==> config.mk <==
export PLATFORM = sky130hd
export DESIGN_NAME = ows_search_top
export DESIGN_NICKNAME = d
export VERILOG_FILES = /design/src/rtl/ows_pkg.sv /design/src/rtl/ows_decide.sv /design/src/rtl/ows_crc8.sv /design/src/rtl/ows_search_top.sv
export SDC_FILE = /design/constraint.sdc
export NUM_CORES = 1
export LEC_CHECK = 0
export BUFFER_PORTS_ARGS = -buffer_cell sky130_fd_sc_hd__buf_2
export CAP_MARGIN = 25
export CORE_ASPECT_RATIO = 1.4
export CORE_MARGIN = 3
export CORE_UTILIZATION = 60
export CTS_BUF_LIST = sky130_fd_sc_hd__clkbuf_8
export CTS_CLUSTER_SIZE = 40
export DETAILED_ROUTE_END_ITERATION = 8
export PLACE_DENSITY = 0.84
export SETUP_SLACK_MARGIN = 0.2
export SYNTH_ARGS = -nofsm -noshare
export SYNTH_HDL_FRONTEND = slang
export SYNTH_HIERARCHICAL = 1
export SYNTH_SLANG_ARGS = --single-unit
==> constraint.sdc <==
create_clock -name clk -period 8.9 [get_ports clk]
set_input_delay 1.78 -clock clk [delete_from_list [all_inputs] [get_ports clk]]
set_output_delay 1.78 -clock clk [all_outputs]
set_load 0.02 [all_outputs]
==> src/rtl/ows_pkg.sv <==
package ows_pkg;
  typedef enum logic [2:0] {
    ST_IDLE,
    ST_CMD,
    ST_TRUE,
    ST_COMP,
    ST_DIR
  } ows_state_e;
endpackage

==> src/rtl/ows_decide.sv <==
module ows_decide #(
  parameter int POS_W = 7
) (
  input  logic             t_bit,
  input  logic             c_bit,
  input  logic [POS_W-1:0] pos,
  input  logic [POS_W-1:0] mark,
  input  logic             prev_bit,
  output logic             dir,
  output logic             nodev,
  output logic             record
);
  always_comb begin
    dir    = 1'b0;
    nodev  = 1'b0;
    record = 1'b0;
    unique case ({t_bit, c_bit})
      2'b10: dir = 1'b1;
      2'b01: dir = 1'b0;
      2'b11: nodev = 1'b1;
      default: begin
        if (pos == mark) begin
          dir = 1'b1;
        end else if (pos > mark) begin
          dir    = 1'b0;
          record = 1'b1;
        end else begin
          dir    = prev_bit;
          record = ~prev_bit;
        end
      end
    endcase
  end
endmodule

==> src/rtl/ows_crc8.sv <==
module ows_crc8 #(
  parameter logic [7:0] POLY = 8'h8C
) (
  input  logic       clk,
  input  logic       rst_i,
  input  logic       clr,
  input  logic       en,
  input  logic       din,
  output logic [7:0] rem
);
  logic [7:0] rem_q, rem_d;
  logic       fb;

  always_comb begin
    fb    = rem_q[0] ^ din;
    rem_d = rem_q;
    if (clr) begin
      rem_d = '0;
    end else if (en) begin
      rem_d = {1'b0, rem_q[7:1]} ^ (fb ? POLY : 8'h00);
    end
  end

  always_ff @(posedge clk or negedge rst_i) begin
    if (!rst_i) rem_q <= '0;
    else        rem_q <= rem_d;
  end

  assign rem = rem_q;
endmodule

==> src/rtl/ows_search_top.sv <==
module ows_search_top
  import ows_pkg::*;
#(
  parameter int                  CODE_BITS  = 64,
  parameter int                  CMD_BITS   = 8,
  parameter logic [CMD_BITS-1:0] SEARCH_CMD = 8'hF0,
  parameter logic [CMD_BITS-1:0] ALARM_CMD  = 8'hEC,
  parameter logic [7:0]          CRC_POLY   = 8'h8C
) (
  input  logic                 clk,
  input  logic                 rst_n,
  input  logic                 start,
  input  logic                 alarm_only,
  input  logic                 restart,
  output logic                 slot_req,
  output logic                 slot_write,
  output logic                 slot_wbit,
  input  logic                 slot_done,
  input  logic                 slot_rbit,
  output logic                 busy,
  output logic                 done,
  output logic [CODE_BITS-1:0] code,
  output logic                 more,
  output logic                 crc_ok,
  output logic                 error
);
  localparam int IDX_W = $clog2(CODE_BITS);
  localparam int POS_W = $clog2(CODE_BITS + 1);
  localparam logic [POS_W-1:0] MARK_NONE = POS_W'(CODE_BITS);
  localparam logic [IDX_W-1:0] LAST_CMD  = IDX_W'(CMD_BITS - 1);
  localparam logic [IDX_W-1:0] LAST_POS  = IDX_W'(CODE_BITS - 1);

  // reset: asserted asynchronously, released on the clock
  logic [1:0] rs_q;
  logic       rst_i;
  always_ff @(posedge clk or negedge rst_n) begin
    if (!rst_n) rs_q <= 2'b00;
    else        rs_q <= {rs_q[0], 1'b1};
  end
  assign rst_i = rs_q[1];

  ows_state_e           state_q, state_d;
  logic                 wait_q, wait_d;
  logic [IDX_W-1:0]     pos_q, pos_d;
  logic [CMD_BITS-1:0]  cmd_q, cmd_d;
  logic                 t_q, t_d;
  logic                 dir_q, dir_d;
  logic [CODE_BITS-1:0] code_q, code_d;
  logic [POS_W-1:0]     mark_q, mark_d, newd_q, newd_d, mark_eff;
  logic                 more_q, more_d, crcok_q, crcok_d, err_q, err_d;
  logic                 done_q, done_d;
  logic                 crc_clr, crc_en;
  logic [7:0]           crc_rem;
  logic                 dec_dir, dec_nodev, dec_rec;

  ows_decide #(.POS_W(POS_W)) u_decide (
    .t_bit    (t_q),
    .c_bit    (slot_rbit),
    .pos      (POS_W'(pos_q)),
    .mark     (mark_q),
    .prev_bit (code_q[pos_q]),
    .dir      (dec_dir),
    .nodev    (dec_nodev),
    .record   (dec_rec)
  );

  ows_crc8 #(.POLY(CRC_POLY)) u_crc (
    .clk   (clk),
    .rst_i (rst_i),
    .clr   (crc_clr),
    .en    (crc_en),
    .din   (dec_dir),
    .rem   (crc_rem)
  );

  assign mark_eff = restart ? MARK_NONE : mark_q;

  always_comb begin
    state_d = state_q;
    wait_d  = wait_q;
    pos_d   = pos_q;
    cmd_d   = cmd_q;
    t_d     = t_q;
    dir_d   = dir_q;
    code_d  = code_q;
    mark_d  = mark_q;
    newd_d  = newd_q;
    more_d  = more_q;
    crcok_d = crcok_q;
    err_d   = err_q;
    done_d  = 1'b0;
    crc_clr = 1'b0;
    crc_en  = 1'b0;
    case (state_q)
      ST_IDLE: begin
        if (start) begin
          state_d = ST_CMD;
          wait_d  = 1'b0;
          pos_d   = '0;
          cmd_d   = alarm_only ? ALARM_CMD : SEARCH_CMD;
          mark_d  = mark_eff;
          if (mark_eff == MARK_NONE) code_d = '0;
          newd_d  = MARK_NONE;
          more_d  = 1'b0;
          crcok_d = 1'b0;
          err_d   = 1'b0;
          crc_clr = 1'b1;
        end
      end
      ST_CMD: begin
        if (!wait_q) begin
          wait_d = 1'b1;
        end else if (slot_done) begin
          wait_d = 1'b0;
          cmd_d  = cmd_q >> 1;
          if (pos_q == LAST_CMD) begin
            pos_d   = '0;
            state_d = ST_TRUE;
          end else begin
            pos_d = pos_q + 1'b1;
          end
        end
      end
      ST_TRUE: begin
        if (!wait_q) begin
          wait_d = 1'b1;
        end else if (slot_done) begin
          wait_d  = 1'b0;
          t_d     = slot_rbit;
          state_d = ST_COMP;
        end
      end
      ST_COMP: begin
        if (!wait_q) begin
          wait_d = 1'b1;
        end else if (slot_done) begin
          wait_d = 1'b0;
          if (dec_nodev) begin
            state_d = ST_IDLE;
            code_d  = '0;
            mark_d  = MARK_NONE;
            more_d  = 1'b0;
            crcok_d = 1'b0;
            err_d   = 1'b1;
            done_d  = 1'b1;
          end else begin
            dir_d         = dec_dir;
            code_d[pos_q] = dec_dir;
            crc_en        = 1'b1;
            if (dec_rec) newd_d = POS_W'(pos_q);
            state_d = ST_DIR;
          end
        end
      end
      ST_DIR: begin
        if (!wait_q) begin
          wait_d = 1'b1;
        end else if (slot_done) begin
          wait_d = 1'b0;
          if (pos_q == LAST_POS) begin
            state_d = ST_IDLE;
            mark_d  = newd_q;
            more_d  = (newd_q != MARK_NONE);
            crcok_d = (crc_rem == 8'h00);
            done_d  = 1'b1;
          end else begin
            pos_d   = pos_q + 1'b1;
            state_d = ST_TRUE;
          end
        end
      end
      default: state_d = ST_IDLE;
    endcase
  end

  always_ff @(posedge clk or negedge rst_i) begin
    if (!rst_i) begin
      state_q <= ST_IDLE;
      wait_q  <= 1'b0;
      pos_q   <= '0;
      cmd_q   <= '0;
      t_q     <= 1'b0;
      dir_q   <= 1'b0;
      code_q  <= '0;
      mark_q  <= MARK_NONE;
      newd_q  <= MARK_NONE;
      more_q  <= 1'b0;
      crcok_q <= 1'b0;
      err_q   <= 1'b0;
      done_q  <= 1'b0;
    end else begin
      state_q <= state_d;
      wait_q  <= wait_d;
      pos_q   <= pos_d;
      cmd_q   <= cmd_d;
      t_q     <= t_d;
      dir_q   <= dir_d;
      code_q  <= code_d;
      mark_q  <= mark_d;
      newd_q  <= newd_d;
      more_q  <= more_d;
      crcok_q <= crcok_d;
      err_q   <= err_d;
      done_q  <= done_d;
    end
  end

  assign busy       = (state_q != ST_IDLE);
  assign slot_req   = busy && !wait_q;
  assign slot_write = (state_q == ST_CMD) || (state_q == ST_DIR);
  assign slot_wbit  = (state_q == ST_CMD) ? cmd_q[0] : dir_q;
  assign done       = done_q;
  assign code       = code_q;
  assign more       = more_q;
  assign crc_ok     = crcok_q;
  assign error      = err_q;
endmodule

==> metrics.yaml, run 1 <==
timing:
  worst_pin_slew_ns: 1.03
  rsz0062_at_grt: "no"
  fin_tns_setup_ns: 0
  relSlewSlack_pct: 31.2
  finalCriticalPeriod_ns: 4.59
  whs_ns: 0.351
  max_freq_mhz: 218
  period_share_pct: 51.6
  fin_ws_ns: 4.31
  hold_violations: 0
  clock-skew-final_ns: 0.0158
  setup_viol: 0
  finalMaxSlewViolations: 0
setup_path:
  crit_required_ns: 9.19
  r2r_cells: 11
  endpoint: "code[2]$_DFFE_PN0P_"
  rr_endpoint: "code[2]$_DFFE_PN0P_"
  critPathKind: "reg -> reg"
  worst-path-max-fanout: 29
  worst_setup_path_start_kind: "flip-flop"
  cp-end-kind: "flip-flop"
  r2r_setup_slack_ns: 4.31
  timing.rr.start: "pos_q[0]$_DFFE_PN0P_"
  crit_path_start: "pos_q[0]$_DFFE_PN0P_"
  cp_data_arrival_time_ns: 4.88
cells_and_area:
  fin_nets: 740
  syn_to_final_growth_pct: 9.31
  drive_gt1_share_pct: 16.8
  regArea_mm2: 0.00281
  fillerInstances: 790
  postLayoutCellArea_mm2: 0.00655
  antennaDiodeCount: 0
  multi_input_area_mm2: 0.00288
clocking:
  htree_levels: 3
  cts-resized-gates: 0
  root_buffer: "clkbuf_8"
  post_cts_buffers: 0
  cts_buffers: 9
  clk_pin_slew_ns: 0.10
  cts_num_sinks: 112
  cts_hold_buf: 0
  cts_tree: "yes"
  cts_buffer_depth: 2
  clkLatencyLatePin_ns: 0.39
global_routing:
  grt_pass1_wl_um: 30000
  overflow: 0
  antenna_found_initial: 0
  grt_max_degree: 68
  grt_usage_pct: 33.3
  grt_pass1_vias: 5764
power_and_ir_drop:
  fin_total_pwr_mw: 1.59
  p_sw_uw: 735
  p_leak_nw: 3.11
  ir_worst_vdd_v: 0.000111
  clkPwrFrac_pct: 17.7
  power.internal_uw: 857
  p_sw_share_pct: 46.2
  seq_power_share_pct: 40.5
  power_density_mw_per_mm2: 243
  p_comb_share_pct: 41.8
floorplan:
  io_pins: 79
  start_util_pct: 62.3
  die_x_um: 90.5
  std_cell_rows: 42
  dieHeight_um: 124
  die-area_mm2: 0.0112
  core_area_mm2: 0.00962
flow_run:
  maxCapViolCount: 0
detailed_routing:
  wl_per_cell_um: 21.4
  via_count: 5823
  routed_wl_um: 18500
  drcViolationCount: 0
  dr.first_iter.drc_count: 648
  ant_nets: 0
  vias_per_cell: 6.76
  drt_pass1_iterations: 6
logic_synthesis:
  synth_ff_type: "dfrtp_1"
  async_reset_ff_share_pct: 100
  synth.distinct_cells: 65
  yosysTopAreaCellShare_pct: 45.9
  avgSynthCellArea_um2: 8.81
  yosysMostFrequentCell: "o21ai_0"
  synth-seq-cells: 112
  yosysSeqAreaShare_pct: 46.8
  synthCells: 680
  synth_area_leaders: "dfrtp_1 (46%), o21ai_0 (13%), a21oi_1 (6.8%), nand2_1 (3.8%), nor2_1 (1.8%)"
  synth_commonest_cells: "o21ai_0 (151), dfrtp_1 (110), a21oi_1 (81)"
  netlist_area_mm2: 0.00599
  yosys.area.top_type: "dfrtp_1"
  yosysWarnings: 6
  synth_enable_flop_cells: 0
  synth_fp_nets: 695
placed_design:
  hpwl_um: 12300
  place_area_mm2: 0.00638
  routabilityCongestion: 1.01
  port_buffers: 78
  pre_cts_ws_ns: 4.52
min_path:
  holdCritPathClass: "reg -> async"
run_status:
  outcome: "finished, final reports clean"
-- registers in the layout, indices dropped and copies added, names as in the netlist --
name,count
state_q,3
done,1
code,64
newd_q,7
wait_q,1
rs_q,2
more,1
dir_q,1
mark_q,7
pos_q,6
crc_ok,1
t_q,1
error,1
u_crc/rem,8
cmd_q,8
-- how the worst min path moves through the flow --
| stage | slack, ns | depth (start not counted) | startpoint | to |
|---|---|---|---|---|
| 6_report | 0.35 | 0 | rs_q[1]$_DFF_PN0_ | code[6]$_DFFE_PN0P_ |
| 5_1_grt | 0.38 | 0 | rs_q[0]$_DFF_PN0_ | rs_q[1]$_DFF_PN0_ |
| 4_1_cts | 0.37 | 0 | rs_q[0]$_DFF_PN0_ | rs_q[1]$_DFF_PN0_ |
| 3_5_place_dp | 0.34 | 0 | rs_q[0]$_DFF_PN0_ | rs_q[1]$_DFF_PN0_ |
| 3_3_place_gp | 0.34 | 0 | rs_q[0]$_DFF_PN0_ | rs_q[1]$_DFF_PN0_ |
| 2_1_floorplan | 0.33 | 0 | rs_q[0]$_DFF_PN0_ | rs_q[1]$_DFF_PN0_ |
-- through the flow --
stage | std cells | utilization, %
after floorplan | 680 | -
final | 862 | 68.1
after global routing | 862 | 68.1
after CTS | 862 | 68.1
after global placement | 846 | 66.3
after detailed placement | 846 | 66.3
-- cell families after synthesis --
group           after synthesis  share of synthesized area, %
simple gates                164                          13.9
mux                          19                          3.55
other cells                   2                         0.125
fa+ha+maj                     8                          1.67
compound gates              300                          28.0
buf+inv                      71                          5.32
xor+xnor                      4                         0.585
flops                       112                          46.8
-- critical path, cell delays in order (launching register included) --
cell       delay, ns
dfrtp_1         1.04
and2_0          0.39
nor2b_1         0.64
a221oi_1        0.20
o2111ai_1       0.22
or4_1           0.15
nor2b_1         0.17
o2111ai_1       0.14
o22ai_1         0.29
nor3b_2         0.52
nand2_1         0.42
o21ai_0         0.30
-- power groups by stage --
stage	clock network [mW]	registers, mW	logic [mW]
2_1_floorplan	0	0.617	0.506
3_3_place_gp	0	0.647	0.621
3_5_place_dp	0	0.651	0.643
4_1_cts	0.283	0.642	0.645
5_1_grt	0.305	0.655	0.722
6_report	0.281	0.645	0.665
-- final cells by class --
type / instances / area share [%]
Multi-Input combinational cell: 497 / 44.0
Sequential cell: 112 / 42.9
Tap cell: 132 / 2.52
Clock buffer: 9 / 1.89
Inverter: 19 / 1.09
Timing Repair Buffer: 86 / 6.88
Clock inverter: 7 / 0.745
-- layer usage --
metal | GRT usage (%) | wire length, µm
met4 | 20.4 | 1070
met3 | 5.98 | 1650
met2 | 54.3 | 9060
met1 | 41.0 | 6710
met5 | 0 | 0
-- placed cells by master (no fill, tap or decap), drive strengths merged, types with 4 or more instances in the layout --
cell	instances
o21ai	157
nand2b	4
a21oi	81
buf	86
and2	11
mux2	8
mux2i	10
nand3b	6
nand2	61
inv	19
nand3	9
clkinv	6
o211ai	5
a22oi	9
a31oi	5
and3	5
or4	4
nor2	28
a22o	11
dfrtp	110
clkbuf	9
nor3b	5
ha	8
nor2b	7
nor3	11
a221oi	4
o22ai	6
Power figures use the tool's default switching activity.
==> run 2: changes to the inputs <==
==> constraint.sdc (replaced) <==
create_clock -name clk -period 4.8 [get_ports clk]
set_input_delay 0.96 -clock clk [delete_from_list [all_inputs] [get_ports clk]]
set_output_delay 0.96 -clock clk [all_outputs]
set_load 0.02 [all_outputs]
==> metrics.yaml, run 2 (synthesized netlist as in run 1, its figures left out) <==
run_status:
  outcome: "finished, final reports clean"
power_and_ir_drop:
  p_leak_nw: 3.15
  power_density_mw_per_mm2: 462
  ir_worst_vdd_v: 0.000229
detailed_routing:
  vias_per_cell: 6.73
  dr.first_iter.drc_count: 669
  drcViolationCount: 0
  drt_pass1_iterations: 5
  wl_per_cell_um: 21.7
  ant_nets: 0
  routed_wl_um: 18800
  via_count: 5834
floorplan:
  std_cell_rows: 42
  die-area_mm2: 0.0112
  core_area_mm2: 0.00962
  die_x_um: 90.5
  io_pins: 79
  start_util_pct: 62.3
  dieHeight_um: 124
timing:
  whs_ns: 0.343
  max_freq_mhz: 236
  fin_ws_ns: 0.562
  setup_viol: 0
  period_share_pct: 88.3
  finalMaxSlewViolations: 0
  hold_violations: 0
  rsz0062_at_grt: "no"
  relSlewSlack_pct: 31.7
  worst_pin_slew_ns: 1.02
  clock-skew-final_ns: 0.0144
  fin_tns_setup_ns: 0
  finalCriticalPeriod_ns: 4.24
setup_path:
  r2r_setup_slack_ns: 0.56
  worst-path-max-fanout: 13
  critPathTopFamily: "simple AND/OR/NAND/NOR gates"
  worst_setup_path_start_kind: "flip-flop"
  critPathKind: "reg -> reg"
  cp.buffers_inverters: 0
  rr_endpoint: "code[28]$_DFFE_PN0P_"
  timing.critical_path.mode_cell: "o2111ai_1"
  timing.rr.start: "pos_q[1]$_DFFE_PN0P_"
  cp-end-kind: "flip-flop"
  worst_path_largest_cell_delay_ns: 0.79
  crit_required_ns: 5.09
  cp_data_arrival_time_ns: 4.53
  cp_cell_sequence: "and2_0 -> a22oi_1 -> nor3_1 -> a31oi_1 -> o2111ai_1 -> or4_1 -> nor2b_1 -> o2111ai_1 -> o22ai_1 -> nor3b_2 -> nand2_1 -> o21ai_0"
  critPathSlowestCell: "dfrtp_1"
  r2r_cells: 12
global_routing:
  grtUsageMet1_pct: 42.2
  met2_usage_pct: 55.3
  grt_usage_pct: 33.7
  grt_max_degree: 72
  grt_pass1_vias: 5597
  antenna_found_initial: 0
  met3_usage_pct: 4.83
  grt_pass1_wl_um: 30000
  overflow: 0
  busiest_layer: "met2"
clocking:
  htree_levels: 3
  clkLatencyLatePin_ns: 0.38
  cts_buffers: 9
  root_buffer: "clkbuf_8"
  cts_num_sinks: 112
  cts_hold_buf: 0
  cts-resized-gates: 0
  cts_buffer_depth: 2
  clk_pin_slew_ns: 0.10
  post_cts_buffers: 0
  cts_tree: "yes"
cells_and_area:
  final_common_cell: "o21ai_0"
  final_cell_mix: "o21ai_0 (151), dfrtp_1 (109), a21oi_1 (81)"
  antennaDiodeCount: 0
  syn_to_final_growth_pct: 10.5
  postLayoutCellArea_mm2: 0.00662
  drive_gt1_share_pct: 17.3
  largest_reg_flops: 64
  finalNonFillerCells: 867
  fin_nets: 745
placed_design:
  place_area_mm2: 0.00642
  routabilityCongestion: 0.939
  port_buffers: 78
  placed_cells: 851
  hpwl_um: 12700
  pre_cts_ws_ns: 0.788
min_path:
  holdCritPathClass: "in -> async"
flow_run:
  maxCapViolCount: 0
-- run 2: power breakdown --
part	internal, mW	leakage (nW)	switching, mW	total (mW)
Clock	0.270	0.107	0.327	0.596
Sequential	1.04	1.53	0.192	1.23
Combinational	0.377	1.52	0.854	1.23
Total	1.68	3.15	1.37	3.06
-- run 2: layout make-up --
class / instances / area [µm²]
clock buffer: 11 / 151
clock inverter: 5 / 55.1
fill: 813 / 2990
inverter: 19 / 71.3
multi-input combinational: 497 / 2880
sequential: 112 / 2810
tap: 132 / 165
timing repair buffer: 91 / 488
-- run 2: per-layer routing --
metal  routed length, µm  vias to the layer above
met2                9190                      380
met3                1670                       91
li1                    -                     2553
met4                1140                        0
met1                6800                     2810
met5                   0                        -
-- run 2: per-stage QoR --
| stage | utilization (%) | power, mW |
|---|---|---|
| 2_1_floorplan | - | 2.08 |
| 3_3_place_gp | 66.7 | 2.39 |
| 3_5_place_dp | 66.7 | 2.42 |
| 4_1_cts | 68.9 | 3.01 |
| 5_1_grt | 68.9 | 3.21 |
| 6_report | 68.9 | 3.06 |
-- run 2: worst register-to-register path, stage by stage, from the launching register on --
cell and delay (ns):
dfrtp_1 0.79, and2_0 0.54, a22oi_1 0.23, nor3_1 0.27
a31oi_1 0.09, o2111ai_1 0.16, or4_1 0.16, nor2b_1 0.16
o2111ai_1 0.13, o22ai_1 0.28, nor3b_2 0.52, nand2_1 0.48
o21ai_0 0.33
-- run 2: how the worst max path moves through the flow --
stage	startpoint	to	slack, ns	depth (start not counted)
3_5_place_dp	pos_q[1]$_DFFE_PN0P_	code[28]$_DFFE_PN0P_	0.79	12
5_1_grt	pos_q[1]$_DFFE_PN0P_	code[40]$_DFFE_PN0P_	0.44	12
2_1_floorplan	rs_q[1]$_DFF_PN0_	cmd_q[0]$_DFFE_PN0P_	1.45	0
4_1_cts	pos_q[1]$_DFFE_PN0P_	code[32]$_DFFE_PN0P_	0.74	12
3_3_place_gp	pos_q[1]$_DFFE_PN0P_	code[36]$_DFFE_PN0P_	0.86	12
6_report	pos_q[1]$_DFFE_PN0P_	code[28]$_DFFE_PN0P_	0.56	12
==> run 3: changes to the inputs <==
--- a/config.mk
+++ b/config.mk
@@ -5,15 +5,16 @@
 export SDC_FILE = /design/constraint.sdc
 export NUM_CORES = 1
 export LEC_CHECK = 0
+export ABC_AREA = 1
 export BUFFER_PORTS_ARGS = -buffer_cell sky130_fd_sc_hd__buf_2
 export CAP_MARGIN = 25
 export CORE_ASPECT_RATIO = 1.4
 export CORE_MARGIN = 3
 export CORE_UTILIZATION = 60
 export CTS_BUF_LIST = sky130_fd_sc_hd__clkbuf_8
-export CTS_CLUSTER_SIZE = 40
+export CTS_CLUSTER_SIZE = 16
 export DETAILED_ROUTE_END_ITERATION = 8
-export PLACE_DENSITY = 0.84
+export PLACE_DENSITY = 0.83
 export SETUP_SLACK_MARGIN = 0.2
 export SYNTH_ARGS = -nofsm -noshare
 export SYNTH_HDL_FRONTEND = slang
==> metrics.yaml, run 3 <==
clocking:
  cts_num_sinks: 112
  post_cts_buffers: 0
  cts_tree: "yes"
  cts_buffers: 9
  clkLatencyLatePin_ns: 0.38
  cts_hold_buf: 0
  htree_levels: 3
  clk_pin_slew_ns: 0.11
  cts_buffer_depth: 2
  root_buffer: "clkbuf_8"
  cts-resized-gates: 0
setup_path:
  worst-path-max-fanout: 47
  worst_setup_path_start_kind: "flip-flop"
  r2r_setup_slack_ns: 1.31
  worst_path_largest_cell_delay_ns: 0.98
  critPathSlowestCell: "dfrtp_2"
  cp-end-kind: "flip-flop"
  timing.critical_path.mode_cell: "nand2_1"
  endpoint: "code[38]$_DFFE_PN0P_"
  timing.rr.start: "pos_q[0]$_DFFE_PN0P_"
  cp_data_arrival_time_ns: 3.82
  crit_required_ns: 5.13
  crit_path_start: "pos_q[0]$_DFFE_PN0P_"
  critPathKind: "reg -> reg"
  cp_cell_sequence: "inv_4 -> nand2_1 -> nand3_1 -> nand2_1 -> o21ai_0 -> nand2_1 -> nor2_1 -> nand2_1 -> nand3b_1 -> nor2_1 -> nand2_1 -> a21oi_4 -> buf_4 -> nand4_1 -> nand2_1"
  rr_endpoint: "code[38]$_DFFE_PN0P_"
  r2r_cells: 15
timing:
  clock-skew-final_ns: 0.00881
  max_freq_mhz: 287
  period_share_pct: 72.7
  finalCriticalPeriod_ns: 3.49
  fin_tns_setup_ns: 0
  relSlewSlack_pct: 39.5
  setup_viol: 0
  hold_violations: 0
  finalMaxSlewViolations: 0
  rsz0062_at_grt: "no"
  worst_pin_slew_ns: 0.907
cells_and_area:
  antennaDiodeCount: 0
  final_common_cell: "nand2_1"
  largest_reg_flops: 64
  syn_to_final_growth_pct: 6.70
  final_cell_mix: "nand2_1 (461), dfrtp_1 (108), nand3_1 (87)"
  fillerInstances: 1050
  fin_nets: 1100
  finalNonFillerCells: 1234
  regArea_mm2: 0.00281
  multi_input_area_mm2: 0.00378
  drive_gt1_share_pct: 16.4
placed_design:
  routabilityCongestion: 0.952
  placed_cells: 1217
  port_buffers: 78
  hpwl_um: 13300
detailed_routing:
  drcViolationCount: 0
  via_count: 7289
  routed_wl_um: 19900
  dr.first_iter.drc_count: 557
  drt_pass1_iterations: 5
  ant_nets: 0
  vias_per_cell: 5.91
  wl_per_cell_um: 16.1
logic_synthesis:
  synth.distinct_cells: 43
  synthCells: 1053
  synth-seq-cells: 112
  synth_fp_nets: 1068
  yosysMostFrequentCell: "nand2_1"
  synth_commonest_cells: "nand2_1 (461), dfrtp_1 (110), nand3_1 (87)"
  yosysTopAreaCellShare_pct: 38.0
  avgSynthCellArea_um2: 6.89
  netlist_area_mm2: 0.00725
  yosysSeqAreaShare_pct: 38.7
  yosysWarnings: 6
  synth_ff_type: "dfrtp_1"
  async_reset_ff_share_pct: 100
  synth_enable_flop_cells: 0
  synth_area_leaders: "dfrtp_1 (38%), nand2_1 (24%), nand3_1 (6.0%), nand4_1 (5.8%), inv_1 (3.0%)"
  yosys.area.top_type: "dfrtp_1"
global_routing:
  grt_max_degree: 77
  antenna_found_initial: 0
  grt_usage_pct: 30.1
  grt_pass1_wl_um: 32700
  overflow: 0
  grt_pass1_vias: 6448
floorplan:
  die-area_mm2: 0.0135
  core_area_mm2: 0.0116
  std_cell_rows: 46
  io_pins: 79
  dieHeight_um: 136
  start_util_pct: 62.7
  die_x_um: 98.9
power_and_ir_drop:
  power_density_mw_per_mm2: 480
  ir_worst_vdd_v: 0.000232
  p_leak_nw: 4.02
  fin_total_pwr_mw: 3.71
min_path:
  holdCritPathClass: "reg -> async"
flow_run:
  maxCapViolCount: 0
run_status:
  outcome: "finished, final reports clean"
## run 3: cell types whose count changed after synthesis, moves of 15 or more
| cell | before | now |
|---|---|---|
| buf_2 | 11 | 30 |
| inv_1 | 18 | 57 |
| nand2_1 | 61 | 461 |
| nand4_1 | 1 | 67 |
| buf_4 | 4 | 21 |
| nor2_1 | 28 | 45 |
| a21oi_1 | 81 | 7 |
| inv_2 | 1 | 16 |
| nand3_1 | 9 | 87 |
| o21ai_0 | 151 | 30 |
## run 3: worst min-delay path by stage
stage / end / slack, ns
2_1_floorplan: rs_q[1]$_DFF_PN0_ / 0.33
3_3_place_gp: rs_q[1]$_DFF_PN0_ / 0.34
3_5_place_dp: rs_q[1]$_DFF_PN0_ / 0.35
4_1_cts: rs_q[1]$_DFF_PN0_ / 0.32
5_1_grt: u_crc/rem[3]$_DFFE_PN0P_ / 0.16
6_report: code[37]$_DFFE_PN0P_ / 0.13
## run 3: critical path, delay by kind of cell, from the launching register on
kind,cells,cell delay [ns]
simple gates,11,0.99
flops,1,0.98
compound gates,2,0.72
buf+inv,2,0.70
## run 3: cell type report
type,instances,share of cell area [%]
Multi-Input combinational cell,799,48.9
Sequential cell,112,36.3
Timing Repair Buffer,89,6.37
Inverter,74,3.62
Tap cell,144,2.33
Clock buffer,9,1.60
Clock inverter,7,0.825
## run 3: metal layers
layer  vias up  share of wire (%)  global-route usage, %
met1      3425                 40                   40.6
met2       367                 49                   49.0
met5         -                  0                      0
met4         0                2.8                   12.5
li1       3451                  -                      -
met3        46                7.7                   3.95
## run 3: where the power goes
part           internal (mW)  switching (mW)
sequential              1.05           0.146
clock                  0.201           0.358
combinational          0.530            1.42
total                   1.78            1.93
## run 3: stage by stage
step                      instance area [µm²]  worst slack, ns  utilization [%]  hold WS (ns)
after floorplan                          7250             1.45                -         0.331
after global placement                   7520             1.44             65.0         0.341
after detailed placement                 7520             1.41             65.0         0.349
after CTS                                7710             1.38             66.6         0.320
after global routing                     7740            0.957             66.9         0.156
final                                    7740             1.31             66.9         0.133
## run 3: logic make-up after synthesis
kind of cell	Yosys count	synth area share [%]
AO/OA/AOI/OAI	74	6.13
XOR/XNOR	2	0.242
adder cells (fa/ha/maj)	8	1.38
buffers and inverters	142	9.40
flip-flops	112	38.7
multiplexers	1	0.155
other	2	0.104
AND/OR/NAND/NOR	712	43.9
